==> src/rtl/ctl_pkg.sv <==
package ctl_pkg;
  typedef enum logic [1:0] {
    SRC_ADC  = 2'd0,
    SRC_FWD  = 2'd1,
    SRC_READ = 2'd2,
    SRC_RAW  = 2'd3
  } out_src_e;

  // mode bits in register 0
  localparam int unsigned MD_DATA  = 0;
  localparam int unsigned MD_MIXED = 1;
  localparam int unsigned MD_PLB   = 2;
  localparam int unsigned MD_DLB   = 3;
endpackage

==> src/rtl/ser_rx.sv <==
module ser_rx #(
  parameter int unsigned W = 16
) (
  input  logic         clk_i,
  input  logic         rst_ni,
  input  logic         en_i,
  input  logic         sd_i,
  input  logic         fs_i,
  output logic [W-1:0] word_o,
  output logic         vld_o
);
  localparam int unsigned CW = $clog2(W);

  logic [W-2:0]  sh_q;
  logic [CW-1:0] cnt_q;
  logic          busy_q;

  always_ff @(posedge clk_i or negedge rst_ni) begin
    if (!rst_ni) begin
      sh_q   <= '0;
      cnt_q  <= '0;
      busy_q <= 1'b0;
      vld_o  <= 1'b0;
      word_o <= '0;
    end else if (!en_i) begin
      cnt_q  <= '0;
      busy_q <= 1'b0;
      vld_o  <= 1'b0;
    end else begin
      vld_o <= 1'b0;
      if (!busy_q) begin
        if (fs_i) begin
          sh_q   <= {sh_q[W-3:0], sd_i};
          busy_q <= 1'b1;
          cnt_q  <= CW'(1);
        end
      end else begin
        sh_q <= {sh_q[W-3:0], sd_i};
        if (cnt_q == CW'(W-1)) begin
          busy_q <= 1'b0;
          cnt_q  <= '0;
          vld_o  <= 1'b1;
          word_o <= {sh_q, sd_i};
        end else begin
          cnt_q <= cnt_q + 1'b1;
        end
      end
    end
  end
endmodule

==> src/rtl/ser_tx.sv <==
module ser_tx #(
  parameter int unsigned W = 16
) (
  input  logic         clk_i,
  input  logic         rst_ni,
  input  logic         en_i,
  input  logic         load_i,
  input  logic [W-1:0] word_i,
  output logic         sd_o,
  output logic         fs_o
);
  localparam int unsigned CW = $clog2(W);

  logic [W-1:0]  sh_q;
  logic [CW-1:0] cnt_q;
  logic          act_q;

  always_ff @(posedge clk_i or negedge rst_ni) begin
    if (!rst_ni) begin
      sh_q  <= '0;
      cnt_q <= '0;
      act_q <= 1'b0;
      fs_o  <= 1'b0;
    end else if (!en_i) begin
      cnt_q <= '0;
      act_q <= 1'b0;
      fs_o  <= 1'b0;
    end else begin
      fs_o <= load_i;
      if (load_i) begin
        sh_q  <= word_i;
        cnt_q <= CW'(W-1);
        act_q <= 1'b1;
      end else if (act_q) begin
        sh_q <= {sh_q[W-2:0], 1'b0};
        if (cnt_q == '0) act_q <= 1'b0;
        else             cnt_q <= cnt_q - 1'b1;
      end
    end
  end

  assign sd_o = act_q & sh_q[W-1];
endmodule

==> src/rtl/reg_bank.sv <==
module reg_bank #(
  parameter int unsigned NUM_REGS = 6,
  parameter int unsigned DATA_W   = 8,
  parameter int unsigned SEL_W    = 3
) (
  input  logic                             clk_i,
  input  logic                             rst_ni,
  input  logic                             we_i,
  input  logic [SEL_W-1:0]                 sel_i,
  input  logic [DATA_W-1:0]                wdata_i,
  output logic [DATA_W-1:0]                rdata_o,
  output logic [NUM_REGS-1:0][DATA_W-1:0]  regs_o
);
  for (genvar g = 0; g < NUM_REGS; g++) begin : g_reg
    always_ff @(posedge clk_i or negedge rst_ni) begin
      if (!rst_ni)                         regs_o[g] <= '0;
      else if (we_i && sel_i == SEL_W'(g)) regs_o[g] <= wdata_i;
    end
  end

  always_comb begin
    rdata_o = '0;
    for (int i = 0; i < NUM_REGS; i++)
      if (sel_i == SEL_W'(i)) rdata_o = regs_o[i];
  end
endmodule

==> src/rtl/word_router.sv <==
module word_router
  import ctl_pkg::*;
#(
  parameter int unsigned WORD_W   = 16,
  parameter int unsigned DATA_W   = 8,
  parameter int unsigned SEL_W    = 3,
  parameter int unsigned HOP_W    = 3,
  parameter int unsigned NUM_REGS = 6
) (
  input  logic              clk_i,
  input  logic              rst_ni,
  input  logic              se_i,
  input  logic              sdi_i,
  input  logic              sdifs_i,
  input  logic [WORD_W-1:0] adc_data_i,
  output logic              sdo_o,
  output logic              sdofs_o,
  output logic [WORD_W-1:0] dac_data_o,
  output logic              dac_vld_o
);
  localparam int unsigned SEL_LSB  = DATA_W;
  localparam int unsigned HOP_LSB  = DATA_W + SEL_W;
  localparam int unsigned RW_BIT   = HOP_LSB + HOP_W;
  localparam int unsigned KIND_BIT = RW_BIT + 1;

  logic [WORD_W-1:0]               rx_word;
  logic                            rx_vld;
  logic [NUM_REGS-1:0][DATA_W-1:0] regs_q;
  logic [DATA_W-1:0]               rd_data;
  logic [HOP_W-1:0]                hop;
  logic [SEL_W-1:0]                sel;
  logic                            kind, rw, hop_nz, is_ctrl, go, wr_en;
  logic                            md_data, md_mixed, md_plb, md_dlb;
  out_src_e                        src;
  logic [WORD_W-1:0]               out_word;

  ser_rx #(.W(WORD_W)) u_rx (
    .clk_i  (clk_i),
    .rst_ni (rst_ni),
    .en_i   (se_i),
    .sd_i   (sdi_i),
    .fs_i   (sdifs_i),
    .word_o (rx_word),
    .vld_o  (rx_vld)
  );

  assign hop    = rx_word[HOP_LSB +: HOP_W];
  assign sel    = rx_word[SEL_LSB +: SEL_W];
  assign kind   = rx_word[KIND_BIT];
  assign rw     = rx_word[RW_BIT];
  assign hop_nz = |hop;

  assign md_data  = regs_q[0][MD_DATA];
  assign md_mixed = regs_q[0][MD_MIXED];
  assign md_plb   = regs_q[0][MD_PLB];
  assign md_dlb   = regs_q[0][MD_DLB];

  // program mode: everything is control; mixed: bit 15 decides
  assign is_ctrl = !md_data || (md_mixed && kind);
  assign go      = rx_vld && se_i;
  assign wr_en   = go && is_ctrl && !hop_nz && !rw;

  reg_bank #(.NUM_REGS(NUM_REGS), .DATA_W(DATA_W), .SEL_W(SEL_W)) u_regs (
    .clk_i   (clk_i),
    .rst_ni  (rst_ni),
    .we_i    (wr_en),
    .sel_i   (sel),
    .wdata_i (rx_word[DATA_W-1:0]),
    .rdata_o (rd_data),
    .regs_o  (regs_q)
  );

  always_comb begin
    if (md_plb)                   src = SRC_RAW;
    else if (is_ctrl && hop_nz)   src = SRC_FWD;
    else if (is_ctrl && rw)       src = SRC_READ;
    else if (!is_ctrl && md_dlb)  src = SRC_RAW;
    else                          src = SRC_ADC;
  end

  always_comb begin
    unique case (src)
      SRC_FWD:  out_word = {kind, rw, hop - 1'b1, rx_word[HOP_LSB-1:0]};
      SRC_READ: out_word = {2'b11, {HOP_W{1'b0}}, sel, rd_data};
      SRC_RAW:  out_word = rx_word;
      default:  out_word = adc_data_i;
    endcase
  end

  ser_tx #(.W(WORD_W)) u_tx (
    .clk_i  (clk_i),
    .rst_ni (rst_ni),
    .en_i   (se_i),
    .load_i (go),
    .word_i (out_word),
    .sd_o   (sdo_o),
    .fs_o   (sdofs_o)
  );

  always_ff @(posedge clk_i or negedge rst_ni) begin
    if (!rst_ni) begin
      dac_data_o <= '0;
      dac_vld_o  <= 1'b0;
    end else begin
      dac_vld_o <= go && !is_ctrl;
      if (go && !is_ctrl) dac_data_o <= rx_word;
    end
  end
endmodule

==> config.mk <==
export PLATFORM = sky130hd
export DESIGN_NAME = word_router
export DESIGN_NICKNAME = d
export VERILOG_FILES = /design/src/rtl/ctl_pkg.sv /design/src/rtl/ser_rx.sv /design/src/rtl/ser_tx.sv /design/src/rtl/reg_bank.sv /design/src/rtl/word_router.sv
export SDC_FILE = /design/constraint.sdc
export NUM_CORES = 1
export LEC_CHECK = 0
export BUFFER_PORTS_ARGS = -buffer_cell sky130_fd_sc_hd__buf_2
export CAP_MARGIN = 10
export CORE_MARGIN = 2
export CORE_UTILIZATION = 36
export CTS_CLUSTER_SIZE = 12
export DETAILED_ROUTE_END_ITERATION = 6
export SYNTH_ARGS = -nofsm -noshare
export SYNTH_HDL_FRONTEND = slang
export SYNTH_HIERARCHICAL = 1
export SYNTH_SLANG_ARGS = --single-unit
==> constraint.sdc <==
create_clock -name clk_i -period 2.05 [get_ports clk_i]
set_input_delay 0 -clock clk_i [delete_from_list [all_inputs] [get_ports clk_i]]
set_output_delay 0 -clock clk_i [all_outputs]
set_load 0.02 [all_outputs]
==> impl_metrics.toml, run 1 <==
[global_route]
grt_max_degree = 49
grt_pass1_vias = 3970
grt_pass1_wl_mm = 21.4
antenna_found_initial = 0
grt_overflow = 0
grtUsageTotal_pct = 15.8

[route]
vias_per_cell = 4.96
drc = 0
num_vias = 3672
antenna_left = 0
wl_mm = 12.9
drt_first_iter_violations = 192
wire_per_inst_um = 17.5
drt-pass1-iter-count = 4

[synth]
synthFlopType = "dfrtp_1"
synth_compound_area_share_pct = 7.37
ys_seq_elements = 124
syn_avg_cell_area_um2 = 13.9
synth_most_common_cell = "dfrtp_1"
synth_commonest_cells = "dfrtp_1, mux2_2, mux2i_1"
ys_warn_count = 6
netlist_instances = 425
yosys.area.top_type = "dfrtp_1"
synthMuxAreaShare_pct = 29.2
synth.distinct_cells = 53
yosys.area_share.simple_pct = 7.14
synth_edf_count = 0
netlist.area_leader.share_pct = 52.4
synth_seq_area_share_pct = 52.4
synth-xor-area-share_pct = 0.148
synth_fa_ha_area_share_pct = 0.845
synth_area_mm2 = 0.00592
synthArstFlopShare_pct = 100
ys_top_cells_by_area = "dfrtp_1, mux2_2, mux2i_1"
syn_nets = 450
synth_top_family_by_area = "multiplexers"

[power]
finalPower_w = 0.00605
sw_frac_of_total_pct = 20.7
p_comb_share_pct = 4.6
netSwitchingPower_w = 0.00125
vdd_drop_max_v = 0.000619
seqPwrFrac_pct = 44.4
p_per_area_mw_per_mm2 = 806
internal_power_w = 0.00480
clock_power_share_pct = 51.0
power.leakage_nw = 3.54

[timing]
hold_violations = 1
setup_viol = 51
final.setup.worst_slack_ns = -0.121
final.min_clock_period_ns = 2.17
fin_worst_skew_ns = 0.00673
drv_slew = 0
tightest_slew_ns = 0.508
whs_ns = -0.00283
rsz0062_at_grt = "true"
fmax_mhz = 461
min_period_over_period_pct = 106
slew_headroom_pct = 66.1

[placement]
place.port_buffers = 39
gp_congestion = 0.857
place_hpwl_mm = 9.01

[clocking]
clkTransAtPathRegs_ns = 0.06
cts.sink_count = 124
cts_root_buf = "clkbuf_16"
cts_htree_levels = 4
cts_buffers = 17
clockBufferDepth = 2
clkLatencyLatePin_ns = 0.41
cts_tree = "done"

[setup_path]
startpoint_type = "register"
cp_data_arrival_time_ns = 2.46
critPathMaxFanout = 8
end_kind = "register"
critPathKind = "register to register"
critPathRequiredTime_ns = 2.34
rrSetupSlack_ns = -0.12

[cells_and_area]
drive_gt1_share_pct = 50.0
fin_nets = 537
post-route-util_pct = 46.9
insertedDiodeCount = 0
synthToLayoutAreaGrowth_pct = 26.8

[run_status]
status = "finished, violations left"
violations = "hold timing, setup timing"

[floorplanning]
rows = 46
core_area_mm2 = 0.0160
ioPinCount = 40
start_util_pct = 37.0
fp.dieH_um = 132
fp.dieArea_mm2 = 0.0175
die_w_um = 132

[min_path]
min_path_type = "input pin to register"

[flow_run]
max-cap-violations = 0
## cell usage in the layout, fill, tap and decap left out, types with 8 or more instances in the layout
cell,synthesis,routed
clkbuf_16,0,17
o21ai_1,0,16
nor2_1,8,8
nand2_1,17,17
a221oi_1,8,8
mux2i_1,40,40
mux2_4,12,52
dfrtp_1,124,123
o21a_1,8,8
buf_2,7,38
mux2_2,102,62
buf_4,6,36
## worst paths after layout
kind,startpoint,endpoint,cells after the start
max,u_rx/word_o[12],u_regs/regs_o[15],8
min,adc_data_i[10],u_tx/sh_q[10],4
max reg2reg,u_rx/word_o[12],u_regs/regs_o[15],8
min reg2reg,u_tx/sh_q[15],u_tx/sh_q[15],2
max in group asynchronous,rst_ni,u_regs/regs_o[5],3
min in group asynchronous,rst_ni,dac_data_o[6],2
## through the flow
step / instances / setup WS, ns / TNS (ns) / instance area [um2]
floorplan: 425 / -0.199 / -5.31 / 6000
CTS: 737 / -0.130 / -3.25 / 7460
global route: 740 / -0.203 / -8.40 / 7510
global placement: 700 / -0.161 / -4.72 / 6680
finish: 740 / -0.121 / -3.64 / 7510
detailed placement: 700 / -0.201 / -5.93 / 6680
## cells by family (layout without fill, tap and decap cells)
logic type,after synthesis,after routing
XOR/XNOR,1,1
flip-flops,124,124
multiplexers,154,154
AND/OR/NAND/NOR,58,58
AO/OA/AOI/OAI,57,57
buffers and inverters,27,126
adder cells (fa/ha/maj),4,4
## critical path: stages (launching register included)
cell      delay, ns
dfrtp_1        0.39
inv_2          0.09
ha_4           0.15
nand2b_4       0.05
or3_4          0.32
and2b_2        0.28
nor4bb_2       0.22
buf_4          0.24
mux2_4         0.31
## what timing repair did
action / 4_1_cts / 5_1_grt
hold endpoints to repair: 100 / 0
setup endpoints to repair: 45 / 58
pin swaps: 3 / 2
gates cloned: 0 / 0
hold buffers: 3 / 0
setup buffers: 3 / 3
resized for setup: 34 / 14
## power groups by stage
stage | logic [W] | clock network [W] | registers [W]
global placement | 0.000265 | 0 | 0.00272
floorplan | 0.000171 | 0 | 0.00269
detailed placement | 0.000274 | 0 | 0.00273
CTS | 0.000288 | 0.00315 | 0.00268
global route | 0.000318 | 0.00327 | 0.00270
finish | 0.000281 | 0.00308 | 0.00268
## flip-flops by register name, indices dropped and copies added (netlist names), 4 cells and up
| signal | count |
|---|---|
| dac_data_o | 16 |
| u_regs/regs_o | 48 |
| u_rx/cnt_q | 4 |
| u_rx/sh_q | 15 |
| u_rx/word_o | 16 |
| u_tx/cnt_q | 4 |
| u_tx/sh_q | 16 |
## final cells by class
cell class | count | area (um2)
inverters | 7 | 26.3
clock inverters | 13 | 174
well taps | 216 | 270
clock buffers | 18 | 439
flip-flops and latches | 124 | 3100
fillers | 1453 | 8490
repair buffers | 88 | 658
multi-input cells | 274 | 2840
## layer usage
metal	track usage [%]	share of wire [%]	vias up
met5	0	0	-
met4	6.57	2.1	0
met3	3.69	2.5	17
met2	23.9	46	57
met1	21.9	50	1858
li1	-	-	1740
(Power assumes the default switching activity.)
==> run 2, diff against run 1 <==
--- a/config.mk
+++ b/config.mk
@@ -7,10 +7,10 @@
 export LEC_CHECK = 0
 export BUFFER_PORTS_ARGS = -buffer_cell sky130_fd_sc_hd__buf_2
 export CAP_MARGIN = 10
-export CORE_MARGIN = 2
 export CORE_UTILIZATION = 36
 export CTS_CLUSTER_SIZE = 12
 export DETAILED_ROUTE_END_ITERATION = 6
+export PLACE_DENSITY_LB_ADDON = 0.1
 export SYNTH_ARGS = -nofsm -noshare
 export SYNTH_HDL_FRONTEND = slang
 export SYNTH_HIERARCHICAL = 1
==> run 2 against run 1 <==
  * The flow still finishes with violations (hold timing, setup timing)
  * Clock power hardly changed
  * Final area increased by 0.88%
  * Maximum frequency down 0.60%
  * Flip-flop and latch count unchanged
  * Setup slack lost 0.013 ns
  * Global-route usage up 1.9 points
  * Critical endpoint is now u_regs/regs_o[5]
  * Highest routed layer unchanged
==> impl_metrics.toml, run 2 (synthesized netlist as in run 1, its figures left out) <==
[cells_and_area]
insertedDiodeCount = 0
synthToLayoutAreaGrowth_pct = 27.9
final_cell_mix = "dfrtp_1, mux2_2, mux2_4"
num-fill-cells = 1464
fin_nets = 539
largest_register_ffs = 48
drive_gt1_share_pct = 49.7
final_common_cell = "dfrtp_1"
top_register = "u_regs/regs_o"

[clocking]
cts.sink_count = 124
cts_root_buf = "clkbuf_16"
cts_htree_levels = 4
clkTransAtPathRegs_ns = 0.06
clockBufferDepth = 2
clkLatencyLatePin_ns = 0.42
cts_tree = "done"
cts_buffers = 17

[setup_path]
startpoint_type = "register"
r2r_cells = 8
end_kind = "register"
reg2reg_to = "u_regs/regs_o[5]"
setup.worst_path.start = "u_rx/word_o[11]"
critPathKind = "register to register"
crit_path_end = "u_regs/regs_o[5]"
critPathMaxFanout = 6
r2r-start = "u_rx/word_o[11]"
critPathRequiredTime_ns = 2.36
cp_data_arrival_time_ns = 2.49
rrSetupSlack_ns = -0.13

[power]
vdd_drop_max_v = 0.000601
finalPower_w = 0.00606
p_per_area_mw_per_mm2 = 799
power.leakage_nw = 3.57

[run_status]
status = "finished, violations left"
violations = "hold timing, setup timing"

[flow_run]
max-cap-violations = 0

[floorplanning]
die_w_um = 130
start_util_pct = 37.1
ioPinCount = 40
rows = 46
fp.dieArea_mm2 = 0.0170
core_area_mm2 = 0.0159
fp.dieH_um = 130

[timing]
fin_worst_skew_ns = 0.00781
slew_headroom_pct = 55.8
tightest_slew_ns = 0.663
setup_viol = 51
rsz0062_at_grt = "true"
whs_ns = -0.0000419
final.min_clock_period_ns = 2.18
fmax_mhz = 458
drv_slew = 0
hold_violations = 1
final.setup.worst_slack_ns = -0.134
min_period_over_period_pct = 107

[route]
antenna_left = 0
vias_per_cell = 4.95
wl_mm = 13.5
drt-pass1-iter-count = 4
wire_per_inst_um = 18.2
num_vias = 3675
drt_first_iter_violations = 154
drc = 0

[global_route]
grt_pass1_wl_mm = 21.7
antenna_found_initial = 0
grt_pass1_vias = 3817
grt_max_degree = 125
grtUsageTotal_pct = 17.7
grt_overflow = 0

[min_path]
holdPathStages = 4
min_path_type = "input pin to register"

[placement]
place_hpwl_mm = 8.89
place.port_buffers = 39
gp_congestion = 0.700
-- run 2: cell count changes in the layout (fill, tap and decap cells not counted), moves of 2 or more --
cell	change
clkinv_2	-5
dlygate4sd3_1	+4
buf_12	+2
clkinv_4	+4
buf_4	-3
inv_6	+3
-- run 2: where the power goes --
part	switching (W)	internal, W	leakage [nW]	total, W
registers	0.0000961	0.00258	1.70	0.00268
logic	0.000112	0.000170	1.58	0.000282
clock network	0.00117	0.00193	0.290	0.00309
total	0.00138	0.00468	3.57	0.00606
-- run 2: worst min-delay path by stage --
stage / startpoint / to / slack [ns]
after floorplan: rst_ni / dac_data_o[0] / -0.30
after global placement: rst_ni / dac_data_o[5] / 0.17
after detailed placement: rst_ni / dac_data_o[7] / 0.17
after CTS: adc_data_i[12] / u_tx/sh_q[12] / 0.004
after global routing: adc_data_i[11] / u_tx/sh_q[11] / 0.02
final: adc_data_i[11] / u_tx/sh_q[11] / -0.00004
-- run 2: area by class of cell --
cell class              count  area [um2]  share of cell area [%]
flip-flops and latches    124        3100                    41.0
multi-input cells         274        2860                    37.7
repair buffers             90         704                    9.30
clock buffers              17         425                    5.62
well taps                 216         270                    3.57
clock inverters            15         188                    2.48
inverters                   7        26.3                   0.347
-- run 2: through the flow --
stage | TNS, ns | worst slack (ns) | std cells | utilization (%) | cell area, um2
2_1_floorplan | -5.31 | -0.199 | 425 | - | 6000
3_3_place_gp | -5.38 | -0.168 | 698 | 42.0 | 6700
3_5_place_dp | -6.93 | -0.204 | 698 | 42.0 | 6700
4_1_cts | -3.79 | -0.121 | 741 | 47.0 | 7490
5_1_grt | -9.59 | -0.211 | 743 | 47.5 | 7580
6_report | -4.05 | -0.134 | 743 | 47.5 | 7580
-- run 2: worst max-delay path, cell delays in order, from the launching register on --
cell	delay, ns
dfrtp_1	0.39
inv_2	0.08
ha_4	0.15
nand2b_4	0.05
or3_4	0.32
and2b_2	0.29
nor4b_4	0.27
buf_4	0.21
mux2_4	0.30
-- run 2: layer usage --
layer / vias up / wire [um] / global-route usage [%]
li1: 1750 / - / -
met1: 1863 / 7060 / 25.6
met2: 47 / 5880 / 25.1
met3: 15 / 407 / 5.04
met4: 0 / 161 / 5.95
met5: - / 0 / 0
-- run 2: timing repair --
item / in CTS / in global routing
hold endpoints to repair: 132 / 1
resized for setup: 30 / 20
endpoints found under the setup margin: 59 / 64
setup buffers: 5 / 1
hold buffers: 6 / 1
pin swaps: 2 / 1
==> run 3, diff against run 2 <==
--- a/config.mk
+++ b/config.mk
@@ -5,11 +5,13 @@
 export SDC_FILE = /design/constraint.sdc
 export NUM_CORES = 1
 export LEC_CHECK = 0
+export ABC_AREA = 1
 export BUFFER_PORTS_ARGS = -buffer_cell sky130_fd_sc_hd__buf_2
 export CAP_MARGIN = 10
 export CORE_UTILIZATION = 36
 export CTS_CLUSTER_SIZE = 12
 export DETAILED_ROUTE_END_ITERATION = 6
+export GPL_ROUTABILITY_DRIVEN = 1
 export PLACE_DENSITY_LB_ADDON = 0.1
 export SYNTH_ARGS = -nofsm -noshare
 export SYNTH_HDL_FRONTEND = slang
==> run 3 against run 2 <==
  * Clock-buffer cell count up 2
  * Utilization down 2.6 points
  * Worst hold slack better by 0.036 ns
  * Power down 2.7%
  * Clock power about the same
  * Combinational power down 23%
  * Final cell count up 41%
  * Largest cell class unchanged
  * Final area down 0.96%
  * Synthesized area up 5.0%
  * The run now ends clean
  * Largest power group unchanged
  * Sequential power down 4%
==> impl_metrics.toml, run 3 <==
[global_route]
grt_overflow = 0
antenna_found_initial = 0
grt_pass1_vias = 4923
grtUsageTotal_pct = 19.3
grt_max_degree = 63
grt_pass1_wl_mm = 26.2

[power]
power.leakage_nw = 3.73
vdd_drop_max_v = 0.000573
p_per_area_mw_per_mm2 = 786

[synth]
synth.distinct_cells = 32
synth_edf_count = 0
synthFlopType = "dfrtp_1"
syn_avg_cell_area_um2 = 8.33
netlist_instances = 746
ys_seq_elements = 124
yosys.area.top_type = "dfrtp_1"
netlist.area_leader.share_pct = 49.9
ys_warn_count = 6
synth_commonest_cells = "nand2_1, dfrtp_1, inv_1"
synth_seq_area_share_pct = 49.9
synth_most_common_cell = "nand2_1"
synthArstFlopShare_pct = 100
synth_area_mm2 = 0.00622
ys_top_cells_by_area = "dfrtp_1, nand2_1, inv_1"
syn_nets = 771

[min_path]
min_path_type = "input pin to register"
hold_path_startpoint = "adc_data_i[8]"

[setup_path]
end_kind = "register"
r2r-start = "u_rx/word_o[12]"
critPathMaxFanout = 16
cp_data_arrival_time_ns = 2.28
setup.worst_path.start = "u_rx/word_o[12]"
startpoint_type = "register"
critPathKind = "register to register"
critPathRequiredTime_ns = 2.35

[cells_and_area]
fin_nets = 841
top_register = "u_regs/regs_o"
largest_register_ffs = 48
final_cell_mix = "nand2_1, dfrtp_1, inv_1"
num-fill-cells = 1706
post-route-util_pct = 44.9
drive_gt1_share_pct = 22.0
final_common_cell = "nand2_1"
insertedDiodeCount = 0
synthToLayoutAreaGrowth_pct = 20.7
multi_input_comb_area_mm2 = 0.00268
register_area_mm2 = 0.00310

[route]
highest_layer = "met4"
num_vias = 5087
wl_met3_um = 485
drt-pass1-iter-count = 5
drc = 0
wl_met2_mm = 7.59
drt_first_iter_violations = 338
wl_mm = 16.0
wl_met1_mm = 7.68
wire_per_inst_um = 15.3
antenna_left = 0
vias_per_cell = 4.85

[floorplanning]
ioPinCount = 40
start_util_pct = 37.2
fp.dieArea_mm2 = 0.0178
fp.dieH_um = 133
core_area_mm2 = 0.0167
rows = 47
die_w_um = 133

[timing]
rsz0062_at_grt = "true"
fmax_mhz = 503
final.min_clock_period_ns = 1.99
setup_viol = 0
whs_ns = 0.0363
slew_headroom_pct = 63.6
fin_worst_skew_ns = 0.00673
drv_slew = 0
tightest_slew_ns = 0.547
hold_violations = 0
min_period_over_period_pct = 96.9

[clocking]
cts_root_buf = "clkbuf_16"
cts_buffers = 17
cts.sink_count = 124
clkTransAtPathRegs_ns = 0.06
clockBufferDepth = 2
clkLatencyLatePin_ns = 0.42
cts_htree_levels = 4
cts_tree = "done"

[run_status]
status = "finished, final reports clean"

[placement]
gp_congestion = 0.822
place.port_buffers = 39
place_hpwl_mm = 11.2

[flow_run]
max-cap-violations = 0
[run 3: cell types whose count changed after synthesis, moves of 24 or more]
cell | previous run | this run
mux2_2 | 102 | 0
o21ai_2 | 1 | 30
mux2i_1 | 40 | 0
nand3_1 | 1 | 29
o21ai_1 | 0 | 49
inv_1 | 7 | 71
nand2_1 | 17 | 275
nand4_1 | 0 | 24
[run 3: routing by layer]
metal	GRT usage, %	vias to the layer above
met4	7.01	0
met1	26.7	2451
met5	0	-
met2	30.2	80
met3	3.58	19
li1	-	2537
[run 3: timing repair]
item	CTS	global route
setup endpoints to repair	3	48
endpoints found under the hold margin	41	0
pin swaps	3	6
hold buffers	3	0
gates cloned	0	2
setup buffers	2	10
gates resized for setup	0	11
[run 3: stage by stage]
stage	instances	setup TNS [ns]	worst slack, ns	instance area [um2]	power, W
after CTS	1036	0	0.0150	7350	0.00597
final	1048	0	0.0633	7500	0.00590
after global routing	1048	-0.323	-0.0475	7500	0.00612
after detailed placement	1000	-0.0254	-0.0254	6670	0.00283
after floorplan	746	0	0.0944	6220	0.00271
after global placement	1000	0	0.00904	6670	0.00283
[run 3: power by group]
part           leakage (nW)  switching, W  internal [W]
Clock                 0.293       0.00109       0.00202
Combinational          1.80      0.000143     0.0000724
Sequential             1.64     0.0000545       0.00252
[run 3: critical path, stage by stage (launching register included)]
cell	delay, ns
dfrtp_1	0.39
inv_1	0.12
ha_2	0.23
inv_2	0.05
nor2_4	0.16
nand3_1	0.15
nor2_4	0.21
buf_4	0.19
nand2_4	0.17
nand2_1	0.12
o21ai_2	0.06
[run 3: path summary, 6_finish.rpt]
check / depth (start not counted) / to / slack [ns]
worst max-delay path: 10 / u_regs/regs_o[25] / 0.06
min in group asynchronous: 2 / u_rx/word_o[11] / 0.12
worst min-delay path: 7 / u_tx/sh_q[8] / 0.04
worst min register to register: 2 / dac_data_o[10] / 0.46
max in group asynchronous: 3 / dac_data_o[14] / 1.21
worst max register to register: 10 / u_regs/regs_o[25] / 0.06
[run 3: cell type report]
type | instances | share of cell area [%]
clock inverters | 12 | 2.30
clock buffers | 19 | 5.77
well taps | 220 | 3.67
repair buffers | 74 | 7.05
multi-input cells | 518 | 35.7
inverters | 81 | 4.15
flip-flops and latches | 124 | 41.4
[run 3: logic make-up (layout without fill, tap and decap cells)]
group,count (synthesis),in the layout,share of synthesized area [%]
buffers and inverters,106,186,7.99
XOR/XNOR,1,1,0.141
adder cells (fa/ha/maj),4,4,0.805
AND/OR/NAND/NOR,390,392,29.3
AO/OA/AOI/OAI,121,121,11.9
flip-flops,124,124,49.9
